$ cat src/rtl/trap_pkg.sv
package trap_pkg;
  typedef enum logic [2:0] {
    TK_NONE, TK_IRQ, TK_HWEXC, TK_MMU, TK_HWBRK, TK_SWBRK, TK_FATAL
  } trap_kind_e;

  // status word bit positions; saved copy sits one above each live mode bit
  localparam int ST_IE  = 0;
  localparam int ST_BIP = 1;
  localparam int ST_EIP = 2;
  localparam int ST_UM  = 4;
  localparam int ST_VM  = 6;
  localparam int N_MODE = 2;

  localparam int ESR_ST_BIT = 10;
  localparam int ESR_DS_BIT = 12;
  localparam int ESR_MMU_BASE = 16;

  localparam logic [31:0] OFF_IRQ = 32'h10;
  localparam logic [31:0] OFF_BRK = 32'h18;
  localparam logic [31:0] OFF_EXC = 32'h20;

  localparam logic [1:0] ACC_STORE = 2'd1;
  localparam logic [1:0] ACC_FETCH = 2'd2;
endpackage

$ cat src/rtl/trap_arbiter.sv
module trap_arbiter
  import trap_pkg::*;
(
  input  logic       irq_req_i,
  input  logic       ie_i,
  input  logic       eip_i,
  input  logic       bip_i,
  input  logic       dslot_i,
  input  logic       imm_i,
  input  logic       hw_exc_i,
  input  logic       exc_en_i,
  input  logic       mmu_fault_i,
  input  logic       mmu_active_i,
  input  logic       hw_brk_i,
  input  logic       sw_brk_i,
  output trap_kind_e kind_o
);
  logic irq_ok;
  assign irq_ok = irq_req_i & ie_i & ~eip_i & ~bip_i & ~dslot_i & ~imm_i;

  always_comb begin
    if (mmu_fault_i)               kind_o = (mmu_active_i && eip_i) ? TK_FATAL : TK_MMU;
    else if (hw_exc_i && exc_en_i) kind_o = TK_HWEXC;
    else if (hw_brk_i)             kind_o = TK_HWBRK;
    else if (sw_brk_i)             kind_o = TK_SWBRK;
    else if (irq_ok)               kind_o = TK_IRQ;
    else                           kind_o = TK_NONE;
  end
endmodule

$ cat src/rtl/trap_status_calc.sv
module trap_status_calc
  import trap_pkg::*;
#(
  parameter int ST_W = 8
) (
  input  trap_kind_e        kind_i,
  input  logic [ST_W-1:0]   status_i,
  output logic [ST_W-1:0]   status_o
);
  localparam int MODE_POS [N_MODE] = '{ST_UM, ST_VM};

  always_comb begin
    status_o = status_i;
    for (int k = 0; k < N_MODE; k++) begin
      status_o[MODE_POS[k]+1] = status_i[MODE_POS[k]];
      status_o[MODE_POS[k]]   = 1'b0;
    end
    unique case (kind_i)
      TK_IRQ:            status_o[ST_IE]  = 1'b0;
      TK_HWEXC, TK_MMU:  status_o[ST_EIP] = 1'b1;
      TK_HWBRK, TK_SWBRK: status_o[ST_BIP] = 1'b1;
      default: ;
    endcase
  end
endmodule

$ cat src/rtl/trap_target_calc.sv
module trap_target_calc
  import trap_pkg::*;
#(
  parameter int XLEN = 32
) (
  input  trap_kind_e      kind_i,
  input  logic [XLEN-1:0] pc_i,
  input  logic [XLEN-1:0] vec_base_i,
  input  logic [XLEN-1:0] branch_tgt_i,
  input  logic            dslot_i,
  input  logic            imm_i,
  output logic [XLEN-1:0] link_o,
  output logic [XLEN-1:0] pc_o,
  output logic            we14_o,
  output logic            we16_o,
  output logic            we17_o
);
  localparam logic [XLEN-1:0] WORD = XLEN'(4);

  // refetch the prefix and/or branch that the faulting slot depends on
  logic [XLEN-1:0] back;
  always_comb begin
    back = '0;
    if (dslot_i) back = imm_i ? (WORD << 1) : WORD;
    else if (imm_i) back = WORD;
  end

  always_comb begin
    link_o = pc_i;
    pc_o   = pc_i;
    we14_o = 1'b0;
    we16_o = 1'b0;
    we17_o = 1'b0;
    unique case (kind_i)
      TK_IRQ: begin
        we14_o = 1'b1;
        pc_o   = vec_base_i + XLEN'(OFF_IRQ);
      end
      TK_HWEXC: begin
        link_o = pc_i + WORD;
        we17_o = 1'b1;
        pc_o   = vec_base_i + XLEN'(OFF_EXC);
      end
      TK_MMU: begin
        link_o = pc_i - back;
        we17_o = 1'b1;
        pc_o   = vec_base_i + XLEN'(OFF_EXC);
      end
      TK_HWBRK: begin
        we16_o = 1'b1;
        pc_o   = vec_base_i + XLEN'(OFF_BRK);
      end
      TK_SWBRK: pc_o = branch_tgt_i;
      default: ;
    endcase
  end
endmodule

$ cat src/rtl/trap_fault_code.sv
module trap_fault_code
  import trap_pkg::*;
#(
  parameter int ESR_W = 32
) (
  input  trap_kind_e       kind_i,
  input  logic [ESR_W-1:0] esr_i,
  input  logic             dslot_i,
  input  logic             miss_i,
  input  logic [1:0]       access_i,
  output logic [ESR_W-1:0] esr_o,
  output logic             esr_we_o,
  output logic             ear_we_o,
  output logic             btr_we_o,
  output logic             clr_o
);
  logic is_fetch, is_store, exc_like;
  assign is_fetch = (access_i == ACC_FETCH);
  assign is_store = (access_i == ACC_STORE);
  assign exc_like = (kind_i == TK_HWEXC) || (kind_i == TK_MMU);

  always_comb begin
    esr_o = esr_i;
    if (kind_i == TK_MMU) begin
      esr_o = ESR_W'(ESR_MMU_BASE);
      esr_o[1] = miss_i;
      esr_o[0] = is_fetch;
      esr_o[ESR_ST_BIT] = is_store;
    end
    esr_o[ESR_DS_BIT] = dslot_i;
  end

  assign esr_we_o = exc_like;
  assign ear_we_o = (kind_i == TK_MMU);
  assign btr_we_o = exc_like & dslot_i;
  assign clr_o    = exc_like;
endmodule

$ cat src/rtl/trap_entry_ctrl.sv
module trap_entry_ctrl
  import trap_pkg::*;
#(
  parameter int XLEN  = 32,
  parameter int ST_W  = 8,
  parameter int ESR_W = 32
) (
  input  logic             clk_i,
  input  logic             rst_ni,
  input  logic [XLEN-1:0]  vec_base_i,
  input  logic [XLEN-1:0]  pc_i,
  input  logic [XLEN-1:0]  branch_tgt_i,
  input  logic [ST_W-1:0]  status_i,
  input  logic             in_dslot_i,
  input  logic             imm_pfx_i,
  input  logic [ESR_W-1:0] esr_i,
  input  logic             exc_en_i,
  input  logic             irq_req_i,
  input  logic             hw_exc_i,
  input  logic             mmu_fault_i,
  input  logic             mmu_miss_i,
  input  logic [1:0]       mmu_access_i,
  input  logic [XLEN-1:0]  fault_addr_i,
  input  logic             hw_brk_i,
  input  logic             sw_brk_i,
  output logic [ST_W-1:0]  status_o,
  output logic             status_we_o,
  output logic [XLEN-1:0]  pc_o,
  output logic             pc_we_o,
  output logic [XLEN-1:0]  link_o,
  output logic             lr14_we_o,
  output logic             lr16_we_o,
  output logic             lr17_we_o,
  output logic [ESR_W-1:0] esr_o,
  output logic             esr_we_o,
  output logic [XLEN-1:0]  ear_o,
  output logic             ear_we_o,
  output logic [XLEN-1:0]  btr_o,
  output logic             btr_we_o,
  output logic             clr_flags_o,
  output logic             irq_taken_o,
  output logic             fatal_o
);
  trap_kind_e      kind;
  logic            mmu_active_q;
  logic [ST_W-1:0] st_n;
  logic [XLEN-1:0] link_n, pc_n;
  logic            we14_n, we16_n, we17_n;
  logic [ESR_W-1:0] esr_n;
  logic            esr_we_n, ear_we_n, btr_we_n, clr_n;
  logic            taken;

  trap_arbiter i_arb (
    .irq_req_i   (irq_req_i),
    .ie_i        (status_i[ST_IE]),
    .eip_i       (status_i[ST_EIP]),
    .bip_i       (status_i[ST_BIP]),
    .dslot_i     (in_dslot_i),
    .imm_i       (imm_pfx_i),
    .hw_exc_i    (hw_exc_i),
    .exc_en_i    (exc_en_i),
    .mmu_fault_i (mmu_fault_i),
    .mmu_active_i(mmu_active_q),
    .hw_brk_i    (hw_brk_i),
    .sw_brk_i    (sw_brk_i),
    .kind_o      (kind)
  );

  trap_status_calc #(.ST_W(ST_W)) i_st (
    .kind_i  (kind),
    .status_i(status_i),
    .status_o(st_n)
  );

  trap_target_calc #(.XLEN(XLEN)) i_tgt (
    .kind_i      (kind),
    .pc_i        (pc_i),
    .vec_base_i  (vec_base_i),
    .branch_tgt_i(branch_tgt_i),
    .dslot_i     (in_dslot_i),
    .imm_i       (imm_pfx_i),
    .link_o      (link_n),
    .pc_o        (pc_n),
    .we14_o      (we14_n),
    .we16_o      (we16_n),
    .we17_o      (we17_n)
  );

  trap_fault_code #(.ESR_W(ESR_W)) i_fc (
    .kind_i  (kind),
    .esr_i   (esr_i),
    .dslot_i (in_dslot_i),
    .miss_i  (mmu_miss_i),
    .access_i(mmu_access_i),
    .esr_o   (esr_n),
    .esr_we_o(esr_we_n),
    .ear_we_o(ear_we_n),
    .btr_we_o(btr_we_n),
    .clr_o   (clr_n)
  );

  assign taken = (kind != TK_NONE) && (kind != TK_FATAL);

  always_ff @(posedge clk_i or negedge rst_ni) begin
    if (!rst_ni) begin
      status_o     <= '0;
      status_we_o  <= 1'b0;
      pc_o         <= '0;
      pc_we_o      <= 1'b0;
      link_o       <= '0;
      lr14_we_o    <= 1'b0;
      lr16_we_o    <= 1'b0;
      lr17_we_o    <= 1'b0;
      esr_o        <= '0;
      esr_we_o     <= 1'b0;
      ear_o        <= '0;
      ear_we_o     <= 1'b0;
      btr_o        <= '0;
      btr_we_o     <= 1'b0;
      clr_flags_o  <= 1'b0;
      irq_taken_o  <= 1'b0;
      fatal_o      <= 1'b0;
      mmu_active_q <= 1'b0;
    end else begin
      status_we_o <= taken;
      pc_we_o     <= taken;
      lr14_we_o   <= we14_n;
      lr16_we_o   <= we16_n;
      lr17_we_o   <= we17_n;
      esr_we_o    <= esr_we_n;
      ear_we_o    <= ear_we_n;
      btr_we_o    <= btr_we_n;
      clr_flags_o <= clr_n;
      irq_taken_o <= (kind == TK_IRQ);
      if (kind == TK_FATAL) fatal_o <= 1'b1;
      if (taken) begin
        status_o     <= st_n;
        pc_o         <= pc_n;
        link_o       <= link_n;
        mmu_active_q <= (kind == TK_MMU);
      end
      if (esr_we_n) esr_o <= esr_n;
      if (ear_we_n) ear_o <= fault_addr_i;
      if (btr_we_n) btr_o <= branch_tgt_i;
    end
  end
endmodule

$ cat config.mk
export PLATFORM = sky130hd
export DESIGN_NAME = trap_entry_ctrl
export DESIGN_NICKNAME = d
export VERILOG_FILES = /design/src/rtl/trap_pkg.sv /design/src/rtl/trap_arbiter.sv /design/src/rtl/trap_status_calc.sv /design/src/rtl/trap_target_calc.sv /design/src/rtl/trap_fault_code.sv /design/src/rtl/trap_entry_ctrl.sv
export SDC_FILE = /design/constraint.sdc
export NUM_CORES = 1
export LEC_CHECK = 0
export BUFFER_PORTS_ARGS = -buffer_cell sky130_fd_sc_hd__buf_2
export CORE_MARGIN = 2
export CORE_UTILIZATION = 30
export DETAILED_ROUTE_END_ITERATION = 8
export SETUP_SLACK_MARGIN = 0.3
export SLEW_MARGIN = 25
export SYNTH_ARGS = -nofsm -noshare
export SYNTH_HDL_FRONTEND = slang
export SYNTH_SLANG_ARGS = --single-unit
$ cat constraint.sdc
create_clock -name clk_i -period 3.53 [get_ports clk_i]
set_input_delay 0.353 -clock clk_i [delete_from_list [all_inputs] [get_ports clk_i]]
set_output_delay 0.353 -clock clk_i [all_outputs]
set_load 0.02 [all_outputs]
==> metrics.txt <==
status finished, final reports clean; Max Slew Vio Count 0; Die Y 185 µm; crit-path cells nand2_1 -> nand2_2 -> inv_4 -> buf_12 -> ha_2 -> a21o_1 -> a21o_1 -> a211oi_2 -> o21ai_1 -> o31ai_4 -> o21ai_2 -> a221o_1 -> a21oi_2 -> xor2_1 -> o21ai_1; first-pass GRT wire length 51,300 µm; CP max stage delay 0.39 ns; total grt overflow 0; Layout Nets 1,641; # fillers 3,316; Worst Tran Pin Value 0.913 ns; RSZ-0062 raised after global routing true; GRT Total Usage 19.5%; Critical Path Slowest Stage Cell dfrtp_1; post-route cell area 12,800 µm²; post-synthesis mux area share 3.79%; number of global-route vias before repair 8,962; Setup-failing EPs final 0; Primary FF master, synth dfrtp_1; CTS tree done; cell count after synthesis 1,078; Synth Warn # 0; Slew headroom 39.1%; vias per std cell 5.03; post-route setup TNS 0 ns; post-detail-place hpwl 25,200 µm; mean area per synthesized cell 9.08 µm²; CP required 3.83 ns; Port Buffers 354; Post-Route WL 33,900 µm; Post-DP Area 12,100 µm²; CTS Buffer Depth 2; Die X 185 µm; Core Area 32,300 µm²; Avg WL per Cell 18.0 µm; Initial Util 30.3%; Worst setup EP type flip-flop; Max IR drop VDD 0.000343 V; Top Ports 360; ys async rst share 100%; Hold WC Path Type in2reg; Synth area leaders dfrtp_1 (45%), nand2_1 (8.8%), ha_1 (4.3%); largest net degree at the start of global routing 97; Pwr Density 478 nW/µm²; family with the most delay on the worst path compound AO/OA/AOI/OAI gates; post-route antenna net violation count 0; layout cell share with drive strength beyond 1 33.9%; Layout Skew 0.00962 ns; simple-gate share of the synthesized area 19.1%; Starting DRT DRC Count 744; register area 4350 µm²; Worst Setup Path Type reg2reg; LEAKAGE 6.19 nW; Max Cap Viol 0; clock network latency to the later pin of the worst-skew pair 0.44 ns; Mapped Area 9780 µm²; post-synth cell types 77; Area Growth Syn to Fin 30.5%; Synth Area in Adders 4.55%; area of the multi-input gates 5140 µm²; Finished Core Util 39.5%; compound-gate portion of the synthesized area 21.2%; Worst Path Buf+Inv 2; leading area contributor after synthesis dfrtp_1; crit path launch type flip-flop; drt first pass iters 5; worst endpoint data arrival time 3.36 ns; sequential-to-total area share from yosys stat 44.5%; Sink Count 174; initial antenna violation count 7; Residual DRC 0; GP Congestion 0.905; row cnt 66; Fmax achieved 0.326 GHz; Post-Synth XOR/XNOR Area 3.49%; Die ar. 34,100 µm²; H-Tree Depth 4; Worst-path clk slew 0.08 ns; Post-synth EDFFs 0; CP Max Fanout 15; top-area cell type share of the netlist area 44.5%; min Tclk post-route 3.07 ns; main combinational cell family by area after synthesis compound AO/OA/AOI/OAI gates; Final period util 86.9%; Pwr Total 6.10 mW; Num CTS Buffers 17; root buffer cell clkbuf_16; Synth Register Bits 174; final hold viol count 0; Place WS 0.0526 ns; DR vias 9,476; final setup margin 0.462 ns
layout by cell type, fill, tap and decap left out, types with 17 or more instances in the layout:
cell type and count:
nor2_1 79, ha_1 32, buf_4 29, xnor2_1 28
a21o_1 17, o21ai_1 17, o21ai_0 52, dfrtp_1 174
buf_2 353, nand2_1 227, clkbuf_16 18, nand3_1 26
a22o_1 28, mux2_2 32, a21oi_1 71
flip-flops by register name, indices dropped and copies added, names as in the netlist:
name,cells
btr_o,32
ear_o,32
esr_o,32
link_o,32
pc_o,32
status_o,6
btr_we_o,1
clr_flags_o,1
ear_we_o,1
fatal_o,1
irq_taken_o,1
lr16_we_o,1
mmu_active_q,1
pc_we_o,1
where the power goes:
| part | leakage, nW | switching (mW) | internal [mW] | total, mW |
|---|---|---|---|---|
| Sequential | 2.12 | 0.139 | 2.27 | 2.41 |
| Clock | 0.271 | 0.922 | 0.935 | 1.86 |
| Combinational | 3.80 | 1.15 | 0.687 | 1.83 |
routing by layer:
| metal | share of wire [%] | up-vias | track usage [%] |
|---|---|---|---|
| li1 | - | 4581 | - |
| met5 | 0.10 | - | 0 |
| met1 | 43 | 4547 | 25.0 |
| met2 | 49 | 307 | 32.8 |
| met3 | 6.1 | 35 | 4.90 |
| met4 | 1.7 | 6 | 5.09 |
cells by family (layout without fill, tap and decap cells):
| logic type | Yosys count | count (layout) |
|---|---|---|
| flip-flops | 174 | 174 |
| buffers and inverters | 76 | 435 |
| adder cells (fa/ha/maj) | 35 | 35 |
| AO/OA/AOI/OAI | 300 | 300 |
| multiplexers | 33 | 33 |
| XOR/XNOR | 39 | 39 |
| AND/OR/NAND/NOR | 420 | 420 |
| other | 1 | 6 |
cells in the mapped netlist (all sizes together), types with 26 or more instances:
cell,n
nand2,229
xnor2,28
nand3,26
o21ai,72
ha,34
buf,29
mux2,32
a21oi,77
nor2,83
clkbuf,32
dfrtp,174
a22o,28
what timing repair did:
item | CTS | global route
pin swaps | 2 | 5
hold endpoints to repair | 26 | 0
setup buffers | 1 | 1
hold buffers | 1 | 0
gates resized for setup | 1 | 11
setup endpoints to repair | 3 | 8
cloned | 0 | 1
per-stage QoR:
step | instances | hold WS, ns
floorplan | 1079 | 0.0574
global placement | 1844 | 0.273
detailed placement | 1844 | 0.274
CTS | 1878 | 0.0638
global route | 1880 | 0.0703
finish | 1884 | 0.0901
area by class of cell:
cell class,instances,share of cell area (%)
antenna,4,0.0784
clock buffer,19,3.39
clock inverter,13,0.931
inverter,15,0.461
multi-input combinational,829,40.3
sequential,174,34.1
tap,442,4.33
timing repair buffer,388,16.4
final timing paths:
kind,to,slack [ns],startpoint,cells after the start
setup / recovery,link_o[30]$_DFFE_PN0P_,0.46,mmu_active_q$_DFFE_PN0P_,15
max in group asynchronous,esr_o[6]$_DFFE_PN0P_,2.19,rst_ni,3
hold reg to reg,pc_o[2]$_DFFE_PN0P_,0.46,pc_o[2]$_DFFE_PN0P_,2
hold / removal,ear_o[20]$_DFFE_PN0P_,0.09,fault_addr_i[20],3
min in group asynchronous,btr_o[18]$_DFFE_PN0P_,0.36,rst_ni,2
setup reg to reg,link_o[30]$_DFFE_PN0P_,0.46,mmu_active_q$_DFFE_PN0P_,15
worst min-delay path, cell delays in order:
cell and delay [ns]:
buf_2 0.08, nand2_1 0.04, nand2_1 0.04
Power figures use the tool's default switching activity.
